<file path="config.mk">
export PLATFORM = sky130hd
export DESIGN_NAME = pwr_mode_ctrl
export DESIGN_NICKNAME = d
export VERILOG_FILES = /design/src/rtl/pwr_mode_pkg.sv /design/src/rtl/pwr_sync.sv /design/src/rtl/pwr_irq_qual.sv /design/src/rtl/pwr_mode_fsm.sv /design/src/rtl/pwr_mode_ctrl.sv
export SDC_FILE = /design/constraint.sdc
export NUM_CORES = 1
export LEC_CHECK = 0
export BUFFER_PORTS_ARGS = -buffer_cell sky130_fd_sc_hd__buf_2
export CAP_MARGIN = 25
export CORE_MARGIN = 1
export CORE_UTILIZATION = 42
export DETAILED_ROUTE_END_ITERATION = 12
export PLACE_DENSITY = 0.72
export SLEW_MARGIN = 20
export SYNTH_ARGS = -nofsm -noshare
export SYNTH_HDL_FRONTEND = slang
export SYNTH_SLANG_ARGS = --single-unit
</file>
<file path="constraint.sdc">
create_clock -name clk -period 1.4 [get_ports clk]
set_input_delay 0.07 -clock clk [delete_from_list [all_inputs] [get_ports clk]]
set_output_delay 0.07 -clock clk [all_outputs]
set_load 0.01 [all_outputs]
</file>
<file path="src/rtl/pwr_mode_pkg.sv">
package pwr_mode_pkg;

  typedef enum logic [1:0] {
    PM_RUN   = 2'd0,
    PM_IDLE  = 2'd1,
    PM_PDOWN = 2'd2
  } pm_state_t;

  typedef enum logic [1:0] {
    KC_NONE  = 2'd0,
    KC_IDLE  = 2'd1,
    KC_PDOWN = 2'd2,
    KC_BAD   = 2'd3
  } key_class_t;

  localparam logic [7:0] KEY_IDLE  = 8'h01;
  localparam logic [7:0] KEY_PDOWN = 8'h02;

  // Map a command key onto the action it requests.
  function automatic key_class_t classify_key(input logic [7:0] key, input logic pd_ok);
    if (key == KEY_IDLE)       return KC_IDLE;
    else if (key == KEY_PDOWN) return pd_ok ? KC_PDOWN : KC_NONE;
    else                       return KC_BAD;
  endfunction

  function automatic logic cpu_gate_open(input pm_state_t s);
    return s == PM_RUN;
  endfunction

  function automatic logic per_gate_open(input pm_state_t s);
    return s != PM_PDOWN;
  endfunction

  function automatic logic osc_running(input pm_state_t s, input logic ext_clk_mode);
    return (s != PM_PDOWN) && !ext_clk_mode;
  endfunction

endpackage

</file>
<file path="src/rtl/pwr_sync.sv">
module pwr_sync #(
  parameter int   STAGES    = 2,
  parameter logic RESET_VAL = 1'b0
) (
  input  logic clk,
  input  logic rst_n,
  input  logic d,
  output logic q
);

  logic [STAGES-1:0] chain;

  generate
    if (STAGES == 1) begin : g_single
      always_ff @(posedge clk or negedge rst_n) begin
        if (!rst_n) chain <= RESET_VAL;
        else        chain <= d;
      end
    end else begin : g_multi
      always_ff @(posedge clk or negedge rst_n) begin
        if (!rst_n) chain <= {STAGES{RESET_VAL}};
        else        chain <= {chain[STAGES-2:0], d};
      end
    end
  endgenerate

  assign q = chain[STAGES-1];

endmodule

</file>
<file path="src/rtl/pwr_irq_qual.sv">
module pwr_irq_qual #(
  parameter int MIN_HIGH = 2
) (
  input  logic clk,
  input  logic rst_n,
  input  logic lvl,
  output logic evt
);

  localparam int CW = $clog2(MIN_HIGH + 1);

  logic [CW-1:0] hi_cnt;

  always_ff @(posedge clk or negedge rst_n) begin
    if (!rst_n)                          hi_cnt <= '0;
    else if (!lvl)                       hi_cnt <= '0;
    else if (hi_cnt != CW'(MIN_HIGH))    hi_cnt <= hi_cnt + 1'b1;
  end

  // Fires in the cycle the level completes its MIN_HIGH-th high sample.
  assign evt = lvl && (hi_cnt == CW'(MIN_HIGH - 1));

  assert_single_event_R7: assert property (@(posedge clk) disable iff (!rst_n)
    evt |=> !evt);

  generate
    if (MIN_HIGH >= 2) begin : g_glitch_chk
      assert_short_high_R7: assert property (@(posedge clk) disable iff (!rst_n)
        !lvl |=> !evt);
    end
  endgenerate

endmodule

</file>
<file path="src/rtl/pwr_mode_fsm.sv">
module pwr_mode_fsm
  import pwr_mode_pkg::*;
(
  input  logic       clk,
  input  logic       rst_n,
  input  logic       cmd_valid,
  input  logic [7:0] cmd_key,
  input  logic       pd_allow,
  input  logic       irq_evt,
  input  logic       irq_en,
  input  logic       vpp_low,
  output logic       cpu_clk_en,
  output logic       per_clk_en,
  output logic       osc_en,
  output logic       key_reset_req,
  output logic       wake_valid,
  output logic       wake_service
);

  pm_state_t  st, st_n;
  key_class_t kc;
  logic       xclk, xclk_n;
  logic       krq_n, wv_n, ws_n;

  assign kc = classify_key(cmd_key, pd_allow);

  always_comb begin
    st_n   = st;
    xclk_n = xclk;
    krq_n  = 1'b0;
    wv_n   = 1'b0;
    ws_n   = 1'b0;
    case (st)
      PM_RUN: begin
        if (cmd_valid) begin
          case (kc)
            KC_IDLE:  st_n  = PM_IDLE;
            KC_PDOWN: st_n  = PM_PDOWN;
            KC_BAD:   krq_n = 1'b1;
            default:  ;
          endcase
        end
      end
      PM_IDLE: begin
        if (irq_evt && irq_en) begin
          st_n = PM_RUN;
          wv_n = 1'b1;
          ws_n = 1'b1;
        end
      end
      PM_PDOWN: begin
        if (irq_evt) begin
          st_n   = PM_RUN;
          xclk_n = 1'b0;
          wv_n   = 1'b1;
          ws_n   = irq_en;
        end else if (vpp_low) begin
          st_n   = PM_RUN;
          xclk_n = 1'b1;
          wv_n   = 1'b1;
        end
      end
      default: st_n = PM_RUN;
    endcase
  end

  always_ff @(posedge clk or negedge rst_n) begin
    if (!rst_n) begin
      st            <= PM_RUN;
      xclk          <= 1'b0;
      key_reset_req <= 1'b0;
      wake_valid    <= 1'b0;
      wake_service  <= 1'b0;
    end else begin
      st            <= st_n;
      xclk          <= xclk_n;
      key_reset_req <= krq_n;
      wake_valid    <= wv_n;
      wake_service  <= ws_n;
    end
  end

  assign cpu_clk_en = cpu_gate_open(st);
  assign per_clk_en = per_gate_open(st);
  assign osc_en     = osc_running(st, xclk);

  assert_idle_entry_R2: assert property (@(posedge clk) disable iff (!rst_n)
    (st == PM_RUN && cmd_valid && cmd_key == 8'h01) |=> (!cpu_clk_en && per_clk_en));

  assert_pd_entry_R3: assert property (@(posedge clk) disable iff (!rst_n)
    (st == PM_RUN && cmd_valid && cmd_key == 8'h02 && pd_allow) |=> (!per_clk_en && !osc_en));

  assert_pd_blocked_R4: assert property (@(posedge clk) disable iff (!rst_n)
    (st == PM_RUN && cmd_valid && cmd_key == 8'h02 && !pd_allow) |=> (st == PM_RUN && !key_reset_req));

  assert_bad_key_R5: assert property (@(posedge clk) disable iff (!rst_n)
    (st == PM_RUN && cmd_valid && cmd_key != 8'h01 && cmd_key != 8'h02) |=> (key_reset_req && st == PM_RUN));

  assert_asleep_cmd_R6: assert property (@(posedge clk) disable iff (!rst_n)
    (st != PM_RUN && cmd_valid && !irq_evt && !vpp_low) |=> (!key_reset_req && st == $past(st)));

  assert_idle_masked_R8: assert property (@(posedge clk) disable iff (!rst_n)
    (st == PM_IDLE && irq_evt && !irq_en) |=> (st == PM_IDLE && !wake_valid));

  assert_pd_irq_wake_R9: assert property (@(posedge clk) disable iff (!rst_n)
    (st == PM_PDOWN && irq_evt) |=> (cpu_clk_en && osc_en && wake_valid && wake_service == $past(irq_en)));

  assert_vpp_wake_R10: assert property (@(posedge clk) disable iff (!rst_n)
    (st == PM_PDOWN && vpp_low && !irq_evt) |=> (cpu_clk_en && per_clk_en && !osc_en && wake_valid && !wake_service));

  assert_wake_pulse_R8: assert property (@(posedge clk) disable iff (!rst_n)
    wake_valid |=> !wake_valid);

endmodule

</file>
<file path="src/rtl/pwr_mode_ctrl.sv">
module pwr_mode_ctrl #(
  parameter int SYNC_STAGES = 2,
  parameter int MIN_HIGH    = 2
) (
  input  logic       clk,
  input  logic       rst_n,
  input  logic       cmd_valid,
  input  logic [7:0] cmd_key,
  input  logic       pd_allow,
  input  logic       ext_irq_pin,
  input  logic       ext_irq_en,
  input  logic       prog_vpp,
  output logic       cpu_clk_en,
  output logic       per_clk_en,
  output logic       osc_en,
  output logic       key_reset_req,
  output logic       wake_valid,
  output logic       wake_service
);

  logic irq_lvl;
  logic vpp_lvl;
  logic irq_evt;
  logic vpp_low;

  pwr_sync #(.STAGES(SYNC_STAGES), .RESET_VAL(1'b0)) i_irq_sync (
    .clk(clk), .rst_n(rst_n), .d(ext_irq_pin), .q(irq_lvl)
  );

  pwr_sync #(.STAGES(SYNC_STAGES), .RESET_VAL(1'b1)) i_vpp_sync (
    .clk(clk), .rst_n(rst_n), .d(prog_vpp), .q(vpp_lvl)
  );

  assign vpp_low = !vpp_lvl;

  pwr_irq_qual #(.MIN_HIGH(MIN_HIGH)) i_irq_qual (
    .clk(clk), .rst_n(rst_n), .lvl(irq_lvl), .evt(irq_evt)
  );

  pwr_mode_fsm i_fsm (
    .clk(clk), .rst_n(rst_n),
    .cmd_valid(cmd_valid), .cmd_key(cmd_key), .pd_allow(pd_allow),
    .irq_evt(irq_evt), .irq_en(ext_irq_en), .vpp_low(vpp_low),
    .cpu_clk_en(cpu_clk_en), .per_clk_en(per_clk_en), .osc_en(osc_en),
    .key_reset_req(key_reset_req), .wake_valid(wake_valid), .wake_service(wake_service)
  );

  assert_gate_order_R3: assert property (@(posedge clk) disable iff (!rst_n)
    !per_clk_en |-> (!cpu_clk_en && !osc_en));

  assert_simul_wake_R12: assert property (@(posedge clk) disable iff (!rst_n)
    (!per_clk_en && irq_evt && vpp_low) |=> osc_en);

endmodule

</file>
---- Word-level counts from Yosys, hierarchy flattened ----
Cells that the tools add are included.
Widths: inputs -> output; s select.
word-level totals
  register bits ........................... 12
  output and inout port bits .............. 6
  logic and storage cells ................. 54
cells by class
  add/sub/neg operators ................... 1
  equality and inequality tests ........... 16
  mux-type cells .......................... 22
  reductions and logical operators ........ 7
operator list
  kind                 count
  $mux 2               9
  $mux 1               9
  $eq 8x1->1 const B   1
  $eq 8x2->1 const B   1
  $eq 2x1->1 const B   3
  $eq 2x2->1 const B   3
  $ne 2x1->1 const B   3
  $ne 2x2->1 const B   3
  $pmux 2 s3           1
  $pmux 1 s2           2
  $pmux 2 s2           1
  $reduce_and 4->1     1
  $logic_and 1x1->1    3
  $ne 3x1->1 const B   1
  $ne 3x2->1 const B   1
  $add 2x1->2 const B  1
  $logic_not 2->1      1
  $reduce_and 2->1     1
  $logic_not 1->1      1

---- Logic depth before layout (Yosys ltp) ----
  depth after elaboration ................. 7
  mapped depth ............................ 7

---- Modules after synthesis ----
Synthesis repeated with hierarchy kept, for this count alone.
second synthesis, totals
  cell total of the unflattened synthesis .. 57
  area, all modules ....................... 628.1 um^2
by module, submodules not included
  module                  times used  cells an instance  area an instance (um^2)
  pwr_mode_fsm            1           40                 396.6
  pwr_irq_qual            1           12                 125.1
  pwr_sync at i_vpp_sync  1           2                  52.6
  pwr_sync at i_irq_sync  1           2                  50.0
  pwr_mode_ctrl           1           1                  3.8

---- Worst setup path before layout ----
No wires, ideal clock.
  path kind ............................... input to register
  start point ............................. input cmd_key[7]
  end point ............................... register i_fsm.st[0]
  setup time .............................. 0.079 ns
  arrival time ............................ 1.530 ns
  slack ................................... -0.210 ns
  stages on the path ...................... 7
  buffers on the path ..................... 0
  cell sequence ........................... nor4_1 -> nand4b_1 -> inv_1 -> ha_1 -> nand2b_1 -> a222oi_1 -> mux2i_1
between the ends
  longest elaborated chain between the ends .. 7
ends and longest elaborated chain
  element                                   line                RTL
  start: declaration                        pwr_mode_ctrl.sv:8  input logic [7:0] cmd_key,
  $eq 8x2->1                                pwr_mode_pkg.sv:22  else if (key == KEY_PDOWN) return pd_ok ? KC_PDOWN : KC_NONE;
  $mux 2                                    pwr_mode_pkg.sv:22
  $mux 2 (*)                                pwr_mode_pkg.sv:21  if (key == KEY_IDLE) return KC_IDLE;
  $eq 2x2->1 or $eq 2x1->1 (tied branches)  pwr_mode_fsm.sv:36  case (kc)
  $pmux 2 s2                                pwr_mode_fsm.sv:36
  $mux 2                                    pwr_mode_fsm.sv:35  if (cmd_valid) begin
  $pmux 2 s3                                pwr_mode_fsm.sv:33  case (st)
  end signal: assignment                    pwr_mode_fsm.sv:75  st <= st_n;
  end: declaration                          pwr_mode_fsm.sv:20  pm_state_t st, st_n;
Mark *: on every way between the ends. The rest lies on a longest branch, timed or not. The select of a mux whose other input is x is not followed.
A chain may end at the register's enable or synchronous reset.

---- Worst setup path in the final report ----
  start point ............................. register i_fsm.st[1]
  end point ............................... register i_fsm.st[1]
between the ends
  longest elaborated chain between the ends .. 3
ends and longest elaborated chain
  element                                             line
  $eq 2x2->1, or another cell as far along            pwr_mode_fsm.sv:33
  $ne 3x2->1 (no line), or another cell as far along  -
  $reduce_and 4->1 (no line)                          -
Several ways; a longest one is shown, not always the timed one.

==> reports/results.txt <==
Worst min path class - primary input to flip-flop
DRT antenna net count - 0
CTS clk-pin slew, worst paths - 0.07 ns
Antenna violations before repair - 0
Slew headroom - 82.32%
Largest net degree at the start of global routing - 13
Vias in the first global route - 469
Synthesis-stage register bit count - 12
Final WL - 1242 µm
Netlist Area Pre-Place - 601.8 µm²
Arrival @ worst endpoint - 1.62 ns
Post-synth top cells - 10 x dfrtp_1, 7 x ha_1, 7 x inv_1
Leak Pwr - 0.4631 nW
Net Count, Synth - 77
Initial core utilization - 45.68%
Post-DR vias/cell - 5.028
CP Launch Type - flip-flop
RSZ-0062 raised after global routing - yes
Worst path max stage delay - 0.42 ns
Asr flop ratio synth - 100.0%
First-pass GRT wire length - 1828 µm
Hpwl dp - 811.3 µm
Final min period - 1.424 ns
Max Slew Vio Count - 0
DRT Pass-1 Iters - 4
Dpl ws - -0.3386 ns
Syn_area_per_cell - 10.94 µm²
Synth unique cells - 22
Tcrit/Tclk final - 101.7%
Clock Sinks - 12
Ys flop type - dfrtp_1
Clock Tree Root - clkbuf_4
Die span in y - 39.86 µm
Peak supply drop - 0.7652 mV
GRT overflow - 0
Worst Clk Skew - 0.002602 ns
Final worst slack - -0.02356 ns
Worst skew pair latency - 0.26 ns
Critical path's top delay family - flip-flops
Rows - 13
CP cell instances - inv_2 -> ha_2 -> a222oi_1 -> buf_4 -> mux2i_1
CP Data Required Time - 1.59 ns
Final setup violation count - 2
Diodes inserted - 0
Slew @ Worst Pin - 0.2652 ns
Critical-path maximum fanout - 3
CTS Buf Count - 3
CTS tree - yes
Placeable Area - 1318 µm²
Number of H-tree levels - 1
Final Core Density - 73.03%
WP buf/inv - 2
Yosys warns - 0
Crit path kind - flip-flop to flip-flop
Most frequent cell after synthesis - dfrtp_1
CP endpoint kind - flip-flop
Met3 Wirelength - 72 µm
Die area - 1588 µm²
Met1 Wirelength - 523 µm
Post-synth EDFFs - 0
Nets - 116
Power Density - 1267 nW/µm²
Drt wl/cell - 11.50 µm
1st-iter DRT viols - 5
Top area cells in the synthesized netlist - dfrtp_1 42%, ha_1 15%, dfstp_2 8.7%
Failing checks - setup timing
Drc violations - 0
Top-area cell type share of the netlist area - 41.58%
Post-synthesis sequential area ratio - 50.31%
Crit-path slowest cell - dfrtp_1
Top Layer Used - met3
Vias - 543
Final Hold Viols - 0
I/O Buffers - 20
Setup TNS - -0.04294 ns
Layout cells sized above 1 - 58.06%
Die X - 39.86 µm
Layout area overhead - 59.88%
Outcome - finished with violations
Max Root-Sink Buffers - 2
Max Fclk - 702.5 MHz
Syn Inst Count - 55
RePlAce Congestion - 0.6924
Synth area leader - dfrtp_1
IO Pins - 21
Max-cap violation count - 0
Final hold slack - 0.06380 ns
Total Routing Usage GR - 17.87%
Met2 WL post-DR - 646 µm
[layout by cell type (no fill, tap or decap), types with 2 or more instances in the layout]
cell	n
buf_6	2
dfstp_2	2
ha_2	2
inv_2	4
buf_4	11
nand2_1	3
clkbuf_4	3
buf_2	18
o21ai_0	2
ha_4	4
nor2_1	4
dfrtp_1	10
and2_2	2
mux2i_1	2
dlygate4sd3_1	3
inv_1	3
a21oi_1	2
[power by group]
part           switching [mW]  total (mW)  leakage [nW]  internal, mW
clock network           0.109       0.266        0.0210         0.158
logic                   0.225       0.503         0.292         0.278
registers              0.0415       0.449         0.150         0.408
total                   0.375        1.22         0.463         0.844
[metal layers]
metal	GRT usage (%)	vias up
met2	31.15	25
met1	19.72	256
met3	5.114	0
met5	0	-
li1	-	262
met4	7.759	0
[stage by stage]
| stage | power, mW | cells | instance area [µm²] |
|---|---|---|---|
| after floorplan | 0.6956 | 55 | 616.8 |
| after global placement | 0.8822 | 97 | 788.3 |
| after detailed placement | 0.8963 | 97 | 788.3 |
| after CTS | 1.215 | 109 | 942.2 |
| after global routing | 1.318 | 108 | 962.2 |
| final | 1.219 | 108 | 962.2 |
[logic make-up (layout without fill, tap and decap cells)]
group | count (synthesis) | count (layout) | synth area share [%]
muxes | 3 | 3 | 5.198
buffers and inverters | 7 | 45 | 4.367
and+or+nand+nor | 18 | 18 | 17.05
AOI/OAI and AO/OA | 7 | 7 | 7.070
adders and majority gates | 7 | 7 | 14.55
DFF | 12 | 12 | 50.31
xor gates and xnor gates | 1 | 1 | 1.456
[final timing paths]
kind	cells after the start	to	slack, ns	from
min in group asynchronous	2	i_fsm.xclk	0.20	rst_n
hold reg to reg	0	i_irq_sync.chain[1]	0.35	i_irq_sync.chain[0]
setup / recovery	5	i_fsm.st[1]	-0.02	i_fsm.st[1]
max in group asynchronous	2	i_vpp_sync.chain[1]	0.93	rst_n
hold / removal	3	i_fsm.wake_service	0.06	ext_irq_en
setup reg to reg	5	i_fsm.st[1]	-0.02	i_fsm.st[1]
[sequential cells by signal, summed over array words and instances, names as in the netlist]
name	cells
i_fsm.st	2
i_irq_qual.hi_cnt	2
i_irq_sync.chain	2
i_vpp_sync.chain	2
i_fsm.key_reset_req	1
i_fsm.wake_service	1
i_fsm.wake_valid	1
i_fsm.xclk	1
[layout make-up]
type | instances | area [µm²]
Timing Repair Buffer | 34 | 225.2
Fill cell | 88 | 355.3
Multi-Input combinational cell | 36 | 352.8
Sequential cell | 12 | 302.8
Inverter | 7 | 26.28
Tap cell | 15 | 18.77
Clock buffer | 4 | 36.28
[timing repair]
item                                    4_1_cts  5_1_grt
pin swaps                                     7        5
gates resized for setup                      12        5
hold endpoints to repair                     14        0
hold buffers                                  3        0
buffers inserted                              5        0
endpoints found under the setup margin        2        4
[worst min-delay path, stage by stage]
cell	delay, ns
buf_2	0.11
nand3_2	0.07
nor2_1	0.04
No activity file was read; power rests on OpenSTA's default activity.
